File: config.mk
export PLATFORM = sky130hd
export DESIGN_NAME = rtc_test_regs
export DESIGN_NICKNAME = d
export VERILOG_FILES = /design/src/rtl/rtc_test_regs.sv
export SDC_FILE = /design/constraint.sdc
export NUM_CORES = 1
export LEC_CHECK = 0
export ABC_AREA = 1
export ABC_CLOCK_PERIOD_IN_PS = 3450
export BUFFER_PORTS_ARGS = -buffer_cell sky130_fd_sc_hd__buf_4
export CAP_MARGIN = 15
export CELL_PAD_IN_SITES_DETAIL_PLACEMENT = 2
export CELL_PAD_IN_SITES_GLOBAL_PLACEMENT = 2
export CORE_ASPECT_RATIO = 1.5
export CORE_UTILIZATION = 24
export CTS_BUF_LIST = sky130_fd_sc_hd__clkbuf_2 sky130_fd_sc_hd__clkbuf_4 sky130_fd_sc_hd__clkbuf_8
export DETAILED_ROUTE_END_ITERATION = 8
export PLACE_DENSITY = 0.95
export SLEW_MARGIN = 40
export SYNTH_ARGS = -nofsm -noshare
export SYNTH_HDL_FRONTEND = slang
export SYNTH_SLANG_ARGS = --single-unit
File: constraint.sdc
create_clock -name clk -period 3.45 [get_ports clk]
set_input_delay 0 -clock clk [delete_from_list [all_inputs] [get_ports clk]]
set_output_delay 0 -clock clk [all_outputs]
set_load 0.05 [all_outputs]
File: src/rtl/rtc_test_regs.sv
module rtc_test_regs #(
  parameter int ADDR_W = 8,
  parameter logic [ADDR_W-1:0] A_CTRL = 'h80,
  parameter logic [ADDR_W-1:0] A_ITIN = 'h84,
  parameter logic [ADDR_W-1:0] A_ITOUT = 'h88,
  parameter logic [ADDR_W-1:0] A_OFFS = 'h8C,
  parameter logic [ADDR_W-1:0] A_CNT = 'h90
) (
  input  logic              clk,
  input  logic              rst_n,
  input  logic [ADDR_W-1:0] bus_addr,
  input  logic              bus_we,
  input  logic [31:0]       bus_wdata,
  output logic [31:0]       bus_rdata,
  input  logic              core_irq,
  input  logic [31:0]       core_offset,
  input  logic [31:0]       core_count,
  output logic              irq_out,
  output logic              itest_mode,
  output logic              offset_load,
  output logic [31:0]       offset_load_data,
  output logic              count_load,
  output logic [31:0]       count_load_data
);
  localparam int CW = 3;

  logic [CW-1:0] ctrl_q;
  logic          ovr_q;
  logic          count_en, offset_en;
  logic          wr_count, wr_offset;

  assign itest_mode = ctrl_q[0];
  assign count_en   = ctrl_q[1];
  assign offset_en  = ctrl_q[2];

  assign wr_count  = bus_we && bus_addr == A_CNT  && count_en;
  assign wr_offset = bus_we && bus_addr == A_OFFS && offset_en;

  assign irq_out = itest_mode ? ovr_q : core_irq;

  always_ff @(posedge clk or negedge rst_n) begin
    if (!rst_n) begin
      ctrl_q <= '0;
      ovr_q  <= 1'b0;
    end else if (bus_we) begin
      if (bus_addr == A_CTRL)  ctrl_q <= bus_wdata[CW-1:0];
      if (bus_addr == A_ITOUT) ovr_q  <= bus_wdata[0];
    end
  end

  always_ff @(posedge clk or negedge rst_n) begin
    if (!rst_n) begin
      count_load       <= 1'b0;
      offset_load      <= 1'b0;
      count_load_data  <= '0;
      offset_load_data <= '0;
    end else begin
      count_load  <= wr_count;
      offset_load <= wr_offset;
      if (wr_count)  count_load_data  <= bus_wdata;
      if (wr_offset) offset_load_data <= bus_wdata;
    end
  end

  always_comb begin
    bus_rdata = '0;
    case (bus_addr)
      A_CTRL:  bus_rdata[CW-1:0] = ctrl_q;
      A_ITIN:  bus_rdata = '0;
      A_ITOUT: bus_rdata[0] = irq_out;
      A_OFFS:  if (offset_en) bus_rdata = core_offset;
      A_CNT:   if (count_en) bus_rdata = core_count;
      default: bus_rdata = '0;
    endcase
  end
endmodule

== Word level (Yosys, flattened, before mapping) ==
Cells that the tools add are included.

* Register bits after elaboration: 70
* Output and inout bits: 100
* Word-level logic and storage cells: 22

* Eq/ne operators: 4
* Muxes and demuxes: 6
* Reductions and logical operators: 6

{| class="wikitable"
|+ Operators with widths
! operator !! count
|-
| $mux W32 || 2
|-
| $pmux W29 S2 || 1
|-
| $eq A8 B8 Y1 const B || 4
|-
| $pmux W2 S3 || 1
|-
| $logic_and A1 B1 Y1 || 4
|-
| $pmux W1 S4 || 1
|-
| $reduce_and A2 Y1 || 2
|-
| $mux W1 || 1
|}

== Longest topological paths before layout ==
* Word-level depth: 3
* Depth in mapped cells: 10
* Mapped depth without buffers: 8

== Least setup slack after synthesis ==
Ideal clock, no wire load.

* Path kind: reg2out
* Start: register ctrl_q[0]
* End: output bus_rdata[0]
* Data arrival time: 2.444 ns
* Required time: 3.450 ns
* Slack: 1.006 ns
* Stages on the path, launching flop included: 6
* Buffers on the path: 0
* Cells stage by stage: dfrtp_1 o21ai_0 nand3_1 nand2_1 inv_1 nand2_1

* Longest elaborated chain between the ends: 2

{| class="wikitable"
|+ RTL lines
! what !! line !! source
|-
| start, declared || 27 || <nowiki>logic [CW-1:0] ctrl_q;</nowiki>
|-
| start signal, assigned || 46 || <nowiki>if (bus_addr == A_CTRL) ctrl_q <= bus_wdata[CW-1:0];</nowiki>
|-
| $mux W1 || 39 || <nowiki>assign irq_out = itest_mode ? ovr_q : core_irq;</nowiki>
|-
| named net irq_out || 18 || <nowiki>output logic irq_out,</nowiki>
|-
| $pmux W1 S4 || 67 || <nowiki>case (bus_addr)</nowiki>
|-
| end, declared || 14 || <nowiki>output logic [31:0] bus_rdata,</nowiki>
|}

The timed path passes the listed nets, and every way through them passes these cells.

== Final worst setup path ==
* Start: register ctrl_q[2]
* End: output bus_rdata[0]

* Longest elaborated chain between the ends: 2

{| class="wikitable"
|+ RTL lines
! what !! line !! source
|-
| $mux W32 || 71 || <nowiki>A_OFFS: if (offset_en) bus_rdata = core_offset;</nowiki>
|-
| $pmux W1 S4 || 67 ||
|}

No other way between the ends.

==> summary.txt <==
Outcome
  – Status: completed

Floorplan
  – Row cnt: 53
  – Die Y: around 150 um
  – Initial Utilization: 0.2468
  – Die Span X: around 100 um
  – I/O pin count: 208
  – Core ar.: between 10000 and 15000 sq um
  – Die area: 14950 sq um

Route
  – Avg WL per Cell: 19.23 um
  – DRC: 0
  – Vias: 4228
  – Routed WL: roughly 17000 um
  – DR iter-0 viols: roughly 110
  – DRT antenna net count: 0
  – Drt first pass iters: 4
  – Via density: approximately 4.8

Layout
  – Register area: between 1500 and 2000 sq um
  – Fillers: 1640
  – Layout area overhead: 64.55%
  – Finished Cell Area: approximately 5700 sq um
  – Layout cells sized above 1: 0.3480
  – Final-stage net count: just under 800
  – Area taken by multi-input logic gates: approximately 1500 sq um

Yosys
  – Most numerous cell in the Yosys netlist: nand2_1
  – Register area share after synthesis: 0.5049
  – Synthesized flop and latch total: 70
  – Synth area leaders: dfrtp_1, nand2_1, nand4_1, buf_2, inv_1
  – Largest area contributor in the netlist: dfrtp_1
  – Syn avg cell area: between 7 and 8 sq um
  – Prevailing post-synth register cell: dfrtp_1
  – Post-synth top area share: 0.5049
  – Warnings, synthesis: 0
  – Number of flops mapped to enable cells by yosys: 0
  – Count of unique library cells instantiated by Yosys: 19
  – Async S/R FF share, synth: 1.000
  – Syn Nets: approximately 570
  – Commonest cells post-synth: nand2_1, dfrtp_1, nand4_1
  – Post-Syn Instances: approximately 460
  – Syn Std Cell Area: 3470 sq um

Clock tree
  – Clk_lat worst skew: ~0.35 ns
  – Setup Buffers After CTS: 0
  – H-tree Lvls: 3
  – # resized after CTS: 0
  – Clock Pin Slew Worst Setup and Hold Paths: 0.08 ns
  – Clock Sinks: 70
  – CTS buffer count: 9
  – Root Driver: clkbuf_8
  – Clk buf depth: 2
  – CTS tree: built
  – CTS Hold Bufs: 33

STA
  – Crit share post-route: 0.6612
  – Fmax: 438.4 MHz
  – Hold WS: between 0.1 and 0.15 ns
  – Fin. max-slew vios: 0
  – Setup Skew: around 0.016 ns
  – Final Hold Fails: 0
  – Slew at the pin closest to its max-slew limit: approximately 0.86 ns
  – Relative slew slack: 0.4266
  – Fin Setup TNS: 0 ns
  – Final setup viols: 0
  – RSZ-0062 raised after global routing: no
  – Minimum clock period after layout: ~2.3 ns

Global routing
  – Layer carrying the most global-route usage: met2
  – GRT overflow: 0
  – Met3 Resource Use GR: 0.03936
  – Grt met1 use: 0.2317
  – First-pass GRT wire length: roughly 25000 um
  – Met2 usage: 0.4322
  – Largest net degree at the start of global routing: slightly above 70
  – Initial antenna violation count: 1
  – Global-route usage over all layers: 0.2238
  – Vias in the first global route: 4695

Setup path
  – Slowest CP cell: dfrtp_1
  – Crit path capture type: output pin
  – R2r setup slk: between 1 and 1.5 ns
  – WS Path Type: register to output pin
  – Buf/Inv on CP: 3
  – Arrival time worst endpoint: around 2.3 ns
  – Most common cell on crit path: nand2_1
  – CP max stage delay: between 0.9 and 1 ns
  – Required time worst endpoint: ~3.5 ns
  – Crit path max-delay family: flip-flops
  – Cell Chain, Critical Path: buf_4, nand2_1, nand3b_1, nand2_1, inv_1, nand2_1, buf_4
  – Worst R2R End: offset_load_data[28]
  – Worst Reg-to-Reg Cells: 3
  – Worst-path maximum fanout: 21
  – Worst R2R Start: ctrl_q[2]
  – Startpoint types: register

Hold path
  – Worst hold path endpoint: ovr_q
  – Hold Startpoint: bus_addr[3]
  – Hold crit path type: input pin to register
  – WHS Path Cells: 5

Job
  – Max Cap Violations: 0

Placement
  – Post-DP Area: 5144 sq um
  – PortBufs: about 210
  – Global placement routability congestion: 0.7979
  – HPWL Detailed: between 10000 and 15000 um

Power and ir drop
  – Cell Pwr Density: between 300 and 400 nW/um^2
  – Pleak: around 3.3 nW
  – VDD IR max: 0.0002530 V
[worst max path at each step]
| stage | startpoint | end | slack, ns | cells past startpoint |
|---|---|---|---|---|
| final | ctrl_q[2] | bus_rdata[0] | 1.17 | 7 |
| after global routing | ctrl_q[2] | bus_rdata[0] | 1.02 | 7 |
| after CTS | ctrl_q[2] | bus_rdata[0] | 1.19 | 7 |
| after detailed placement | ctrl_q[2] | offset_load_data[23] | 1.23 | 3 |
| after global placement | ctrl_q[2] | offset_load_data[24] | 1.31 | 3 |
| after floorplan | ctrl_q[0] | bus_rdata[0] | 1.01 | 5 |
[area by class of cell]
class                      instances  share of cell area
antenna                            1           0.0004383
sequential                        70              0.3068
multi-input combinational        336              0.2641
inverter                          17             0.01118
timing repair buffer             245              0.3373
clock inverter                     6             0.01512
tap                              192             0.04208
clock buffer                      10             0.02301
[state kept, by name (all words and copies together) (netlist names)]
register          cells
count_load_data      32
ovr_q                 1
count_load            1
ctrl_q                3
offset_load           1
offset_load_data     32
[worst register-to-register path: cells and delay by family (launching register included)]
kind,cells,cell delay (ns)
flip-flops,1,0.91
AND/OR/NAND/NOR,3,0.94
[layer usage]
| layer | vias to the layer above | routed length (um) |
|---|---|---|
| met2 | 187 | 9346 |
| li1 | 1923 | - |
| met1 | 2089 | 6029 |
| met3 | 29 | 1023 |
| met4 | 0 | 467 |
| met5 | - | 0 |
[where the power goes]
group | internal, W | leakage (nW) | switching (W)
clock | 0.000415 | 0.110 | 0.000335
combinational | 0.000112 | 2.20 | 0.000107
sequential | 0.000824 | 0.977 | 0.00000728
[cells by family (layout without fill, tap and decap cells)]
logic type,Yosys count,in the layout,share of synthesized area
simple gates,333,333,0.4241
other cells,0,1,0
buf+inv,51,278,0.06671
compound gates,3,3,0.004326
flops,70,70,0.5049
[layout by cell type, fill, tap and decap left out]
master	count
buf_4	211
buf_6	1
bufinv_16	2
clkbuf_4	1
clkbuf_8	9
clkinv_2	2
clkinv_4	1
clkinvlp_4	1
dfrtp_1	70
diode_2	1
dlygate4sd3_1	33
inv_1	15
inv_2	2
nand2_1	241
nand2_2	1
nand3_1	10
nand3_4	2
nand3b_1	2
nand4_1	64
nor2_1	8
nor2_2	2
nor2_4	2
nor3_4	1
o21ai_0	3
[per-stage QoR]
| stage | instances | utilization | total power (W) | setup WS (ns) |
|---|---|---|---|---|
| floorplan | 457 | - | 0.0008904 | 1.006 |
| global placement | 827 | 0.3652 | 0.001027 | 1.312 |
| detailed placement | 827 | 0.3659 | 0.001034 | 1.229 |
| CTS | 876 | 0.4049 | 0.001812 | 1.186 |
| global route | 877 | 0.4061 | 0.001863 | 1.021 |
| finish | 877 | 0.4061 | 0.001800 | 1.169 |
(Power assumes the default switching activity.)
